File: src/rtl/wdog_pkg.sv
package wdog_pkg;
  localparam int DATA_W = 8;
  localparam int CHK_W  = 3;

  localparam logic [DATA_W-1:0] KEY_ARM   = 8'h55;
  localparam logic [DATA_W-1:0] KEY_SERVE = 8'hAA;
  localparam logic [CHK_W-1:0]  CHK_OK    = 3'b101;

  // control word layout, low bits of the write data
  typedef struct packed {
    logic             halt;
    logic             irq_mode;
    logic [CHK_W-1:0] chk;
  } ctrl_word_t;

  localparam int CTRL_W = $bits(ctrl_word_t);
endpackage

File: src/rtl/wdog_key_seq.sv
module wdog_key_seq
  import wdog_pkg::*;
(
  input  logic              clk_i,
  input  logic              rst_ni,
  input  logic              key_wr_i,
  input  logic [DATA_W-1:0] key_i,
  output logic              kick_o
);
  logic armed_q;
  logic is_arm, is_serve;

  assign is_arm   = (key_i == KEY_ARM);
  assign is_serve = (key_i == KEY_SERVE);
  assign kick_o   = key_wr_i && is_serve && armed_q;

  always_ff @(posedge clk_i or negedge rst_ni) begin
    if (!rst_ni) begin
      armed_q <= 1'b0;
    end else if (key_wr_i) begin
      if (is_arm)        armed_q <= 1'b1;
      else if (is_serve) armed_q <= 1'b0;
    end
  end

  p_arm_r2: assert property (@(posedge clk_i) disable iff (!rst_ni)
    key_wr_i && (key_i == 8'h55) |=> armed_q);
  p_disarm_r2: assert property (@(posedge clk_i) disable iff (!rst_ni)
    kick_o |=> !armed_q);
  p_unarmed_serve_r3: assert property (@(posedge clk_i) disable iff (!rst_ni)
    key_wr_i && (key_i == 8'hAA) && !armed_q |-> !kick_o);
  p_other_key_r4: assert property (@(posedge clk_i) disable iff (!rst_ni)
    key_wr_i && (key_i != 8'h55) && (key_i != 8'hAA) |=> armed_q == $past(armed_q));
  p_rearm_r5: assert property (@(posedge clk_i) disable iff (!rst_ni)
    armed_q && key_wr_i && (key_i == 8'h55) |=> armed_q);
endmodule

File: src/rtl/wdog_ctrl_reg.sv
module wdog_ctrl_reg
  import wdog_pkg::*;
(
  input  logic              clk_i,
  input  logic              rst_ni,
  input  logic              ctrl_wr_i,
  input  logic [CTRL_W-1:0] ctrl_i,
  output logic              irq_mode_o,
  output logic              halt_o,
  output logic              bad_chk_o
);
  ctrl_word_t word;
  logic chk_good;

  assign word      = ctrl_word_t'(ctrl_i);
  assign chk_good  = (word.chk == CHK_OK);
  assign bad_chk_o = ctrl_wr_i && !chk_good;

  always_ff @(posedge clk_i or negedge rst_ni) begin
    if (!rst_ni) begin
      irq_mode_o <= 1'b0;
      halt_o     <= 1'b0;
    end else if (ctrl_wr_i && chk_good) begin
      irq_mode_o <= word.irq_mode;
      halt_o     <= word.halt;
    end
  end

  p_bad_keeps_r9: assert property (@(posedge clk_i) disable iff (!rst_ni)
    ctrl_wr_i && (ctrl_i[2:0] != 3'b101) |=> $stable(irq_mode_o) && $stable(halt_o));
  p_good_loads_r10: assert property (@(posedge clk_i) disable iff (!rst_ni)
    ctrl_wr_i && (ctrl_i[2:0] == 3'b101) |=> halt_o == $past(ctrl_i[4]) && irq_mode_o == $past(ctrl_i[3]));
  p_no_write_hold_r10: assert property (@(posedge clk_i) disable iff (!rst_ni)
    !ctrl_wr_i |=> $stable(halt_o) && $stable(irq_mode_o));
endmodule

File: src/rtl/wdog_counter.sv
module wdog_counter #(
  parameter int CNT_W = 8
) (
  input  logic clk_i,
  input  logic rst_ni,
  input  logic tick_i,
  input  logic halt_i,
  input  logic kick_i,
  output logic timeout_o
);
  localparam logic [CNT_W-1:0] CNT_MAX = {CNT_W{1'b1}};

  logic [CNT_W-1:0] cnt_q;
  logic step;

  assign step      = tick_i && !halt_i && !kick_i;
  assign timeout_o = step && (cnt_q == CNT_MAX);

  always_ff @(posedge clk_i or negedge rst_ni) begin
    if (!rst_ni)     cnt_q <= '0;
    else if (kick_i) cnt_q <= '0;
    else if (step)   cnt_q <= cnt_q + 1'b1;  // wraps on timeout
  end

  p_kick_clear_r2: assert property (@(posedge clk_i) disable iff (!rst_ni)
    kick_i |=> cnt_q == '0);
  p_step_r6: assert property (@(posedge clk_i) disable iff (!rst_ni)
    tick_i && !halt_i && !kick_i |=> cnt_q == CNT_W'($past(cnt_q) + 1'b1));
  p_wrap_r6: assert property (@(posedge clk_i) disable iff (!rst_ni)
    timeout_o |=> cnt_q == '0);
  p_halt_hold_r10: assert property (@(posedge clk_i) disable iff (!rst_ni)
    halt_i && !kick_i |=> $stable(cnt_q));
  p_serve_wins_r11: assert property (@(posedge clk_i) disable iff (!rst_ni)
    kick_i |-> !timeout_o);
endmodule

File: src/rtl/wdog_alarm_out.sv
module wdog_alarm_out #(
  parameter int PULSE_LEN = 512
) (
  input  logic clk_i,
  input  logic rst_ni,
  input  logic fire_i,
  input  logic irq_mode_i,
  input  logic kick_i,
  output logic rst_req_o,
  output logic irq_o
);
  localparam int PW = $clog2(PULSE_LEN + 1);

  logic fire_rst, fire_irq;
  assign fire_rst = fire_i && !irq_mode_i;
  assign fire_irq = fire_i && irq_mode_i;

  generate
    if (PULSE_LEN > 1) begin : g_stretch
      logic [PW-1:0] left_q;
      always_ff @(posedge clk_i or negedge rst_ni) begin
        if (!rst_ni)                 left_q <= '0;
        else if (fire_rst)           left_q <= PW'(PULSE_LEN);
        else if (left_q != '0)       left_q <= left_q - 1'b1;
      end
      assign rst_req_o = (left_q != '0);
    end else begin : g_single
      logic pulse_q;
      always_ff @(posedge clk_i or negedge rst_ni) begin
        if (!rst_ni) pulse_q <= 1'b0;
        else         pulse_q <= fire_rst;
      end
      assign rst_req_o = pulse_q;
    end
  endgenerate

  always_ff @(posedge clk_i or negedge rst_ni) begin
    if (!rst_ni)       irq_o <= 1'b0;
    else if (fire_irq) irq_o <= 1'b1;  // set beats clear
    else if (kick_i)   irq_o <= 1'b0;
  end

  p_pulse_start_r7: assert property (@(posedge clk_i) disable iff (!rst_ni)
    fire_i && !irq_mode_i |=> rst_req_o);
  p_no_pulse_in_irq_r7: assert property (@(posedge clk_i) disable iff (!rst_ni)
    !rst_req_o && !(fire_i && !irq_mode_i) |=> !rst_req_o);
  p_irq_set_r8: assert property (@(posedge clk_i) disable iff (!rst_ni)
    fire_i && irq_mode_i |=> irq_o);
  p_irq_hold_r8: assert property (@(posedge clk_i) disable iff (!rst_ni)
    irq_o && !kick_i |=> irq_o);
  p_irq_clear_r8: assert property (@(posedge clk_i) disable iff (!rst_ni)
    irq_o && kick_i && !fire_i |=> !irq_o);
  p_irq_quiet_r8: assert property (@(posedge clk_i) disable iff (!rst_ni)
    !irq_o && !(fire_i && irq_mode_i) |=> !irq_o);
endmodule

File: src/rtl/keyseq_wdog.sv
module keyseq_wdog
  import wdog_pkg::*;
#(
  parameter int CNT_W     = 8,
  parameter int PULSE_LEN = 512,
  parameter int ADDR_W    = 2,
  parameter logic [ADDR_W-1:0] KEY_ADDR  = ADDR_W'(0),
  parameter logic [ADDR_W-1:0] CTRL_ADDR = ADDR_W'(1)
) (
  input  logic              clk_i,
  input  logic              rst_ni,
  input  logic              tick_i,
  input  logic              wr_en_i,
  input  logic [ADDR_W-1:0] wr_addr_i,
  input  logic [DATA_W-1:0] wr_data_i,
  output logic              rst_req_o,
  output logic              irq_o
);
  logic key_wr, ctrl_wr;
  logic kick, timeout, bad_chk, fire;
  logic irq_mode, halt;

  assign key_wr  = wr_en_i && (wr_addr_i == KEY_ADDR);
  assign ctrl_wr = wr_en_i && (wr_addr_i == CTRL_ADDR);
  assign fire    = timeout || bad_chk;

  wdog_key_seq u_key (
    .clk_i    (clk_i),
    .rst_ni   (rst_ni),
    .key_wr_i (key_wr),
    .key_i    (wr_data_i),
    .kick_o   (kick)
  );

  wdog_ctrl_reg u_ctrl (
    .clk_i      (clk_i),
    .rst_ni     (rst_ni),
    .ctrl_wr_i  (ctrl_wr),
    .ctrl_i     (wr_data_i[CTRL_W-1:0]),
    .irq_mode_o (irq_mode),
    .halt_o     (halt),
    .bad_chk_o  (bad_chk)
  );

  wdog_counter #(.CNT_W(CNT_W)) u_cnt (
    .clk_i     (clk_i),
    .rst_ni    (rst_ni),
    .tick_i    (tick_i),
    .halt_i    (halt),
    .kick_i    (kick),
    .timeout_o (timeout)
  );

  wdog_alarm_out #(.PULSE_LEN(PULSE_LEN)) u_out (
    .clk_i      (clk_i),
    .rst_ni     (rst_ni),
    .fire_i     (fire),
    .irq_mode_i (irq_mode),
    .kick_i     (kick),
    .rst_req_o  (rst_req_o),
    .irq_o      (irq_o)
  );

  p_bad_chk_fires_r9: assert property (@(posedge clk_i) disable iff (!rst_ni)
    ctrl_wr && (wr_data_i[2:0] != 3'b101) |=> rst_req_o || irq_o);
  p_outputs_exclusive_r1: assert property (@(posedge clk_i) disable iff (!rst_ni)
    !irq_mode && !irq_o && !fire |=> !irq_o);
endmodule

File: config.mk
export PLATFORM = sky130hd
export DESIGN_NAME = keyseq_wdog
export DESIGN_NICKNAME = d
export VERILOG_FILES = /design/src/rtl/wdog_pkg.sv /design/src/rtl/wdog_key_seq.sv /design/src/rtl/wdog_ctrl_reg.sv /design/src/rtl/wdog_counter.sv /design/src/rtl/wdog_alarm_out.sv /design/src/rtl/keyseq_wdog.sv
export SDC_FILE = /design/constraint.sdc
export NUM_CORES = 1
export LEC_CHECK = 0
export CAP_MARGIN = 5
export CORE_UTILIZATION = 40
export CTS_CLUSTER_SIZE = 12
export DETAILED_ROUTE_END_ITERATION = 6
export PLACE_DENSITY = 0.69
export SLEW_MARGIN = 15
export SYNTH_ARGS = -nofsm -noshare
export SYNTH_HDL_FRONTEND = slang
export SYNTH_SLANG_ARGS = --single-unit
File: constraint.sdc
create_clock -name clk_i -period 1.9 [get_ports clk_i]
set_input_delay 0.38 -clock clk_i [delete_from_list [all_inputs] [get_ports clk_i]]
set_output_delay 0.38 -clock clk_i [all_outputs]
set_load 0.02 [all_outputs]
==> report_table.html <==
<table>
<tr><th>Metric</th><th>Value</th></tr>
<tr><th colspan="2">Status</th></tr>
<tr><td>Status</td><td>completed</td></tr>
<tr><th colspan="2">Power and ir drop</th></tr>
<tr><td>Total chip power</td><td>1.88 mW</td></tr>
<tr><td>Pwr per Cell Area</td><td>approximately 1100 mW/mm^2</td></tr>
<tr><td>Worst voltage drop across the vdd grid</td><td>0.000525 V</td></tr>
<tr><td>Static power due to leakage</td><td>0.673 nW</td></tr>
<tr><th colspan="2">GRT</th></tr>
<tr><td>GRT Resource Usage Total</td><td>15.5%</td></tr>
<tr><td>Total global routing overflow</td><td>0</td></tr>
<tr><td>Pin count of the biggest net entering global routing</td><td>23</td></tr>
<tr><td>Number of antenna violations at the first check in global routing</td><td>0</td></tr>
<tr><td>Vias in the first global route</td><td>989</td></tr>
<tr><td>Global-route wire length before repair</td><td>about 4.1 mm</td></tr>
<tr><th colspan="2">Routing</th></tr>
<tr><td>Final routed DRC violation total</td><td>0</td></tr>
<tr><td>Highest routed metal layer</td><td>met4</td></tr>
<tr><td>Total number of vias</td><td>between 900 and 1,000</td></tr>
<tr><td>Met3 layer wire length in the routed design</td><td>50 um</td></tr>
<tr><td>Number of routed nets with antenna violations</td><td>0</td></tr>
<tr><td>Total wire length</td><td>2.37 mm</td></tr>
<tr><td>Number of DRC violations after detailed-routing iteration 0</td><td>32</td></tr>
<tr><td>Vias per Instance</td><td>4.94</td></tr>
<tr><td>Post-DR wirelength/cell</td><td>12.3 um</td></tr>
<tr><td>TritonRoute pass-1 iters</td><td>4</td></tr>
<tr><td>Length of routed met2 wiring</td><td>between 1 and 1.5 mm</td></tr>
<tr><td>WL met1</td><td>1.08 mm</td></tr>
<tr><th colspan="2">Critical path</th></tr>
<tr><td>Critical path class</td><td>register to output pin</td></tr>
<tr><td>Launching instance or port of the critical path</td><td>u_out.g_stretch.left_q[1]$_DFFE_PN0P_</td></tr>
<tr><td>Crit Path Max Fanout</td><td>2</td></tr>
<tr><td>Worst setup EP type</td><td>output pin</td></tr>
<tr><td>Type of element launching the critical path</td><td>register</td></tr>
<tr><td>Worst reg2reg path startpoint</td><td>u_out.g_stretch.left_q[1]$_DFFE_PN0P_</td></tr>
<tr><td>WP data arrival</td><td>around 1500 ps</td></tr>
<tr><td>Required time worst endpoint</td><td>1520 ps</td></tr>
<tr><td>Reg-to-reg setup timing slack</td><td>around 120 ps</td></tr>
<tr><th colspan="2">Clock tree</th></tr>
<tr><td>Level count of the clock H-tree</td><td>1</td></tr>
<tr><td>Number of buffers between clock root and the deepest sink</td><td>2</td></tr>
<tr><td>Clock transition time at the flip-flop clock pins of the worst setup and hold paths</td><td>around 110 ps</td></tr>
<tr><td>Worst skew pair latency</td><td>around 300 ps</td></tr>
<tr><td>Number of buffers inserted during clock tree synthesis</td><td>3</td></tr>
<tr><td>Clock tree from TritonCTS</td><td>yes</td></tr>
<tr><td>CTS Hold Bufs</td><td>0</td></tr>
<tr><td>Sink Count</td><td>22</td></tr>
<tr><td>Library cell used as clock root buffer</td><td>sky130_fd_sc_hd__clkbuf_4</td></tr>
<tr><th colspan="2">Layout</th></tr>
<tr><td># diodes</td><td>0</td></tr>
<tr><td>Area of all placed cells without fillers</td><td>0.00164 mm^2</td></tr>
<tr><td>Synthesis-to-layout area growth</td><td>28.8%</td></tr>
<tr><td>Util after Layout</td><td>54.1%</td></tr>
<tr><td>Share of layout cells above drive strength 1</td><td>25.5%</td></tr>
<tr><td>Final #Nets</td><td>168</td></tr>
<tr><td>Finished Layout Cells</td><td>193</td></tr>
<tr><th colspan="2">Synth</th></tr>
<tr><td>Gate count of the mapped netlist</td><td>114</td></tr>
<tr><td>Fraction of synthesized area in multiplexers</td><td>under 10%</td></tr>
<tr><td>Cell with the most instances after synthesis</td><td>sky130_fd_sc_hd__dfrtp_1</td></tr>
<tr><td>Async set-reset flop share out of synthesis</td><td>100%</td></tr>
<tr><td>Post-synthesis net count</td><td>131</td></tr>
<tr><td>Post-synthesis compound-gate area fraction</td><td>11.2%</td></tr>
<tr><td>Distinct cells, synth</td><td>34</td></tr>
<tr><td>Simple logic cell fraction of the synthesized area</td><td>about 28%</td></tr>
<tr><td>Synthesis-stage register bit count</td><td>22</td></tr>
<tr><td>Portion of synthesized cell area occupied by the leading cell type</td><td>43.3%</td></tr>
<tr><td>Post-Syn Area per Cell</td><td>11.2 um^2</td></tr>
<tr><td>Part of the Yosys area used for sequential elements</td><td>43.3%</td></tr>
<tr><td>Number of enable-type register cells in the synthesized netlist</td><td>0</td></tr>
<tr><td>Biggest area contributors in the synthesized netlist</td><td>sky130_fd_sc_hd__dfrtp_1 (43%), sky130_fd_sc_hd__xnor2_1 (6.2%), sky130_fd_sc_hd__nor2_1 (5.0%), sky130_fd_sc_hd__nor4_4 (3.3%), sky130_fd_sc_hd__ha_1 (3.0%)</td></tr>
<tr><td>Dominant combinational cell family by area after synthesis</td><td>simple AND/OR/NAND/NOR gates</td></tr>
<tr><td>List of most frequent post-synthesis cells</td><td>sky130_fd_sc_hd__dfrtp_1 (22), sky130_fd_sc_hd__nor2_1 (17), sky130_fd_sc_hd__xnor2_1 (9)</td></tr>
<tr><td>Top_reg_cell synth</td><td>sky130_fd_sc_hd__dfrtp_1</td></tr>
<tr><td>Post-synthesis instance area</td><td>0.00127 mm^2</td></tr>
<tr><td>Adder-cell area share of the yosys netlist</td><td>between 2 and 3%</td></tr>
<tr><td>Xor-xnor portion of the synthesized cell area</td><td>8.27%</td></tr>
<tr><td>Leading area contributor after synthesis</td><td>sky130_fd_sc_hd__dfrtp_1</td></tr>
<tr><td>Count of synthesis-stage warnings from yosys</td><td>0</td></tr>
<tr><th colspan="2">Die</th></tr>
<tr><td>Core Region</td><td>0.00303 mm^2</td></tr>
<tr><td>I/O pin count</td><td>16</td></tr>
<tr><td>Area enclosed by the die boundary</td><td>0.00341 mm^2</td></tr>
<tr><td>Starting utilization of the core area</td><td>42.0%</td></tr>
<tr><td>Chip Height</td><td>between 50 and 60 um</td></tr>
<tr><td>Die Wd</td><td>58.4 um</td></tr>
<tr><td># rows</td><td>20</td></tr>
<tr><th colspan="2">Timing</th></tr>
<tr><td>Post-route minimum period</td><td>1860 ps</td></tr>
<tr><td>Fmax</td><td>538 MHz</td></tr>
<tr><td>Min Hold Slack</td><td>411 ps</td></tr>
<tr><td>Final hold violation count</td><td>0</td></tr>
<tr><td>Measured slew at the worst slew-check pin</td><td>416 ps</td></tr>
<tr><td>Final Cycle Share</td><td>97.9%</td></tr>
<tr><td>Number of slew-limit violations in the final report</td><td>0</td></tr>
<tr><td>Final clock skew</td><td>6.22 ps</td></tr>
<tr><td>Final critical-path setup slack</td><td>40.5 ps</td></tr>
<tr><td>Worst max-slew margin expressed relative to the limit</td><td>between 70% and 80%</td></tr>
<tr><td>Sum of negative setup slack</td><td>0 ps</td></tr>
<tr><td>Final setup violation count</td><td>0</td></tr>
<tr><th colspan="2">Worst hold path</th></tr>
<tr><td>Hold WC Path Type</td><td>input port to asynchronous set/reset pin</td></tr>
<tr><th colspan="2">Placement</th></tr>
<tr><td>HPWL reported at the end of detailed placement</td><td>1.90 mm</td></tr>
<tr><td>Worst setup slack before clock tree synthesis</td><td>-144 ps</td></tr>
<tr><td>Area after DPL</td><td>about 0.0016 mm^2</td></tr>
<tr><td>Routability Congestion</td><td>0.765</td></tr>
<tr><td>Placed cells</td><td>188</td></tr>
<tr><td>Quantity of I/O buffers inserted on ports</td><td>15</td></tr>
<tr><th colspan="2">Job</th></tr>
<tr><td>Max cap viols</td><td>0</td></tr>
</table>
## final timing paths
check                                                         to  cells after the start
min reg2reg                            u_key.armed_q$_DFFE_PN0P_                      2
max                                                    rst_req_o                      5
min in group clk_i                     u_key.armed_q$_DFFE_PN0P_                      2
max in group asynchronous             u_cnt.cnt_q[3]$_DFFE_PN0P_                      2
min                        u_out.g_stretch.left_q[0]$_DFFE_PN0P_                      2
max reg2reg                u_out.g_stretch.left_q[6]$_DFFE_PN0P_                      6
## logic make-up (layout without fill, tap and decap cells)
logic type               count (synthesis)  count (layout)
flip-flops                              22              22
XOR/XNOR                                12              12
multiplexers                             5               5
buffers and inverters                    6              41
AO/OA/AOI/OAI                           14              14
adder cells (fa/ha/maj)                  3               3
AND/OR/NAND/NOR                         52              52
## cell usage in the layout, fill, tap and decap left out, types with 2 or more instances in the layout
master,count
sky130_fd_sc_hd__o31ai_1,2
sky130_fd_sc_hd__clkbuf_4,3
sky130_fd_sc_hd__or3b_1,2
sky130_fd_sc_hd__ha_1,2
sky130_fd_sc_hd__or3_1,2
sky130_fd_sc_hd__inv_1,4
sky130_fd_sc_hd__nand4bb_1,3
sky130_fd_sc_hd__nand2b_1,2
sky130_fd_sc_hd__mux2i_1,3
sky130_fd_sc_hd__nand4_1,2
sky130_fd_sc_hd__buf_4,19
sky130_fd_sc_hd__nand2_1,5
sky130_fd_sc_hd__dfrtp_1,22
sky130_fd_sc_hd__nor2_1,17
sky130_fd_sc_hd__clkdlybuf4s50_1,14
sky130_fd_sc_hd__a21oi_1,5
sky130_fd_sc_hd__xnor2_1,9
sky130_fd_sc_hd__nor4_4,2
sky130_fd_sc_hd__nor3_1,5
sky130_fd_sc_hd__xor2_1,3
sky130_fd_sc_hd__nand3b_1,2
sky130_fd_sc_hd__mux2_2,2
sky130_fd_sc_hd__a211oi_2,2
## report_power, final
group / switching, mW / internal (mW)
registers: 0.182 / 0.636
clock network: 0.129 / 0.0739
logic: 0.406 / 0.451
## critical path: stages, from the launching register on
cell and delay [ps]:
sky130_fd_sc_hd__dfrtp_1 400, sky130_fd_sc_hd__inv_1 80, sky130_fd_sc_hd__ha_2 190, sky130_fd_sc_hd__nor3b_4 220, sky130_fd_sc_hd__nand3_2 110, sky130_fd_sc_hd__buf_4 180
## metal layers
layer	track usage [%]	up-vias
met5	0	-
met4	5.44	0
met3	1.98	4
met2	27.4	11
met1	19.5	458
li1	-	480
## sequential cells by signal (all words and copies together) (netlist names)
register / cells
u_out.g_stretch.left_q: 10
u_cnt.cnt_q: 8
u_ctrl.halt_o: 1
u_ctrl.irq_mode_o: 1
u_key.armed_q: 1
u_out.irq_o: 1
## final cells by class
| class | count | area (um^2) |
|---|---|---|
| Clock buffer | 3 | 22.5 |
| Fill cell | 271 | 1390 |
| Inverter | 5 | 18.8 |
| Multi-Input combinational cell | 86 | 708 |
| Sequential cell | 22 | 551 |
| Tap cell | 44 | 55.1 |
| Timing Repair Buffer | 33 | 283 |
## what timing repair did
item,4_1_cts,5_1_grt
setup buffers,0,2
setup endpoints to repair,1,1
resized for setup,4,5
No activity file was read; power rests on OpenSTA's default activity.
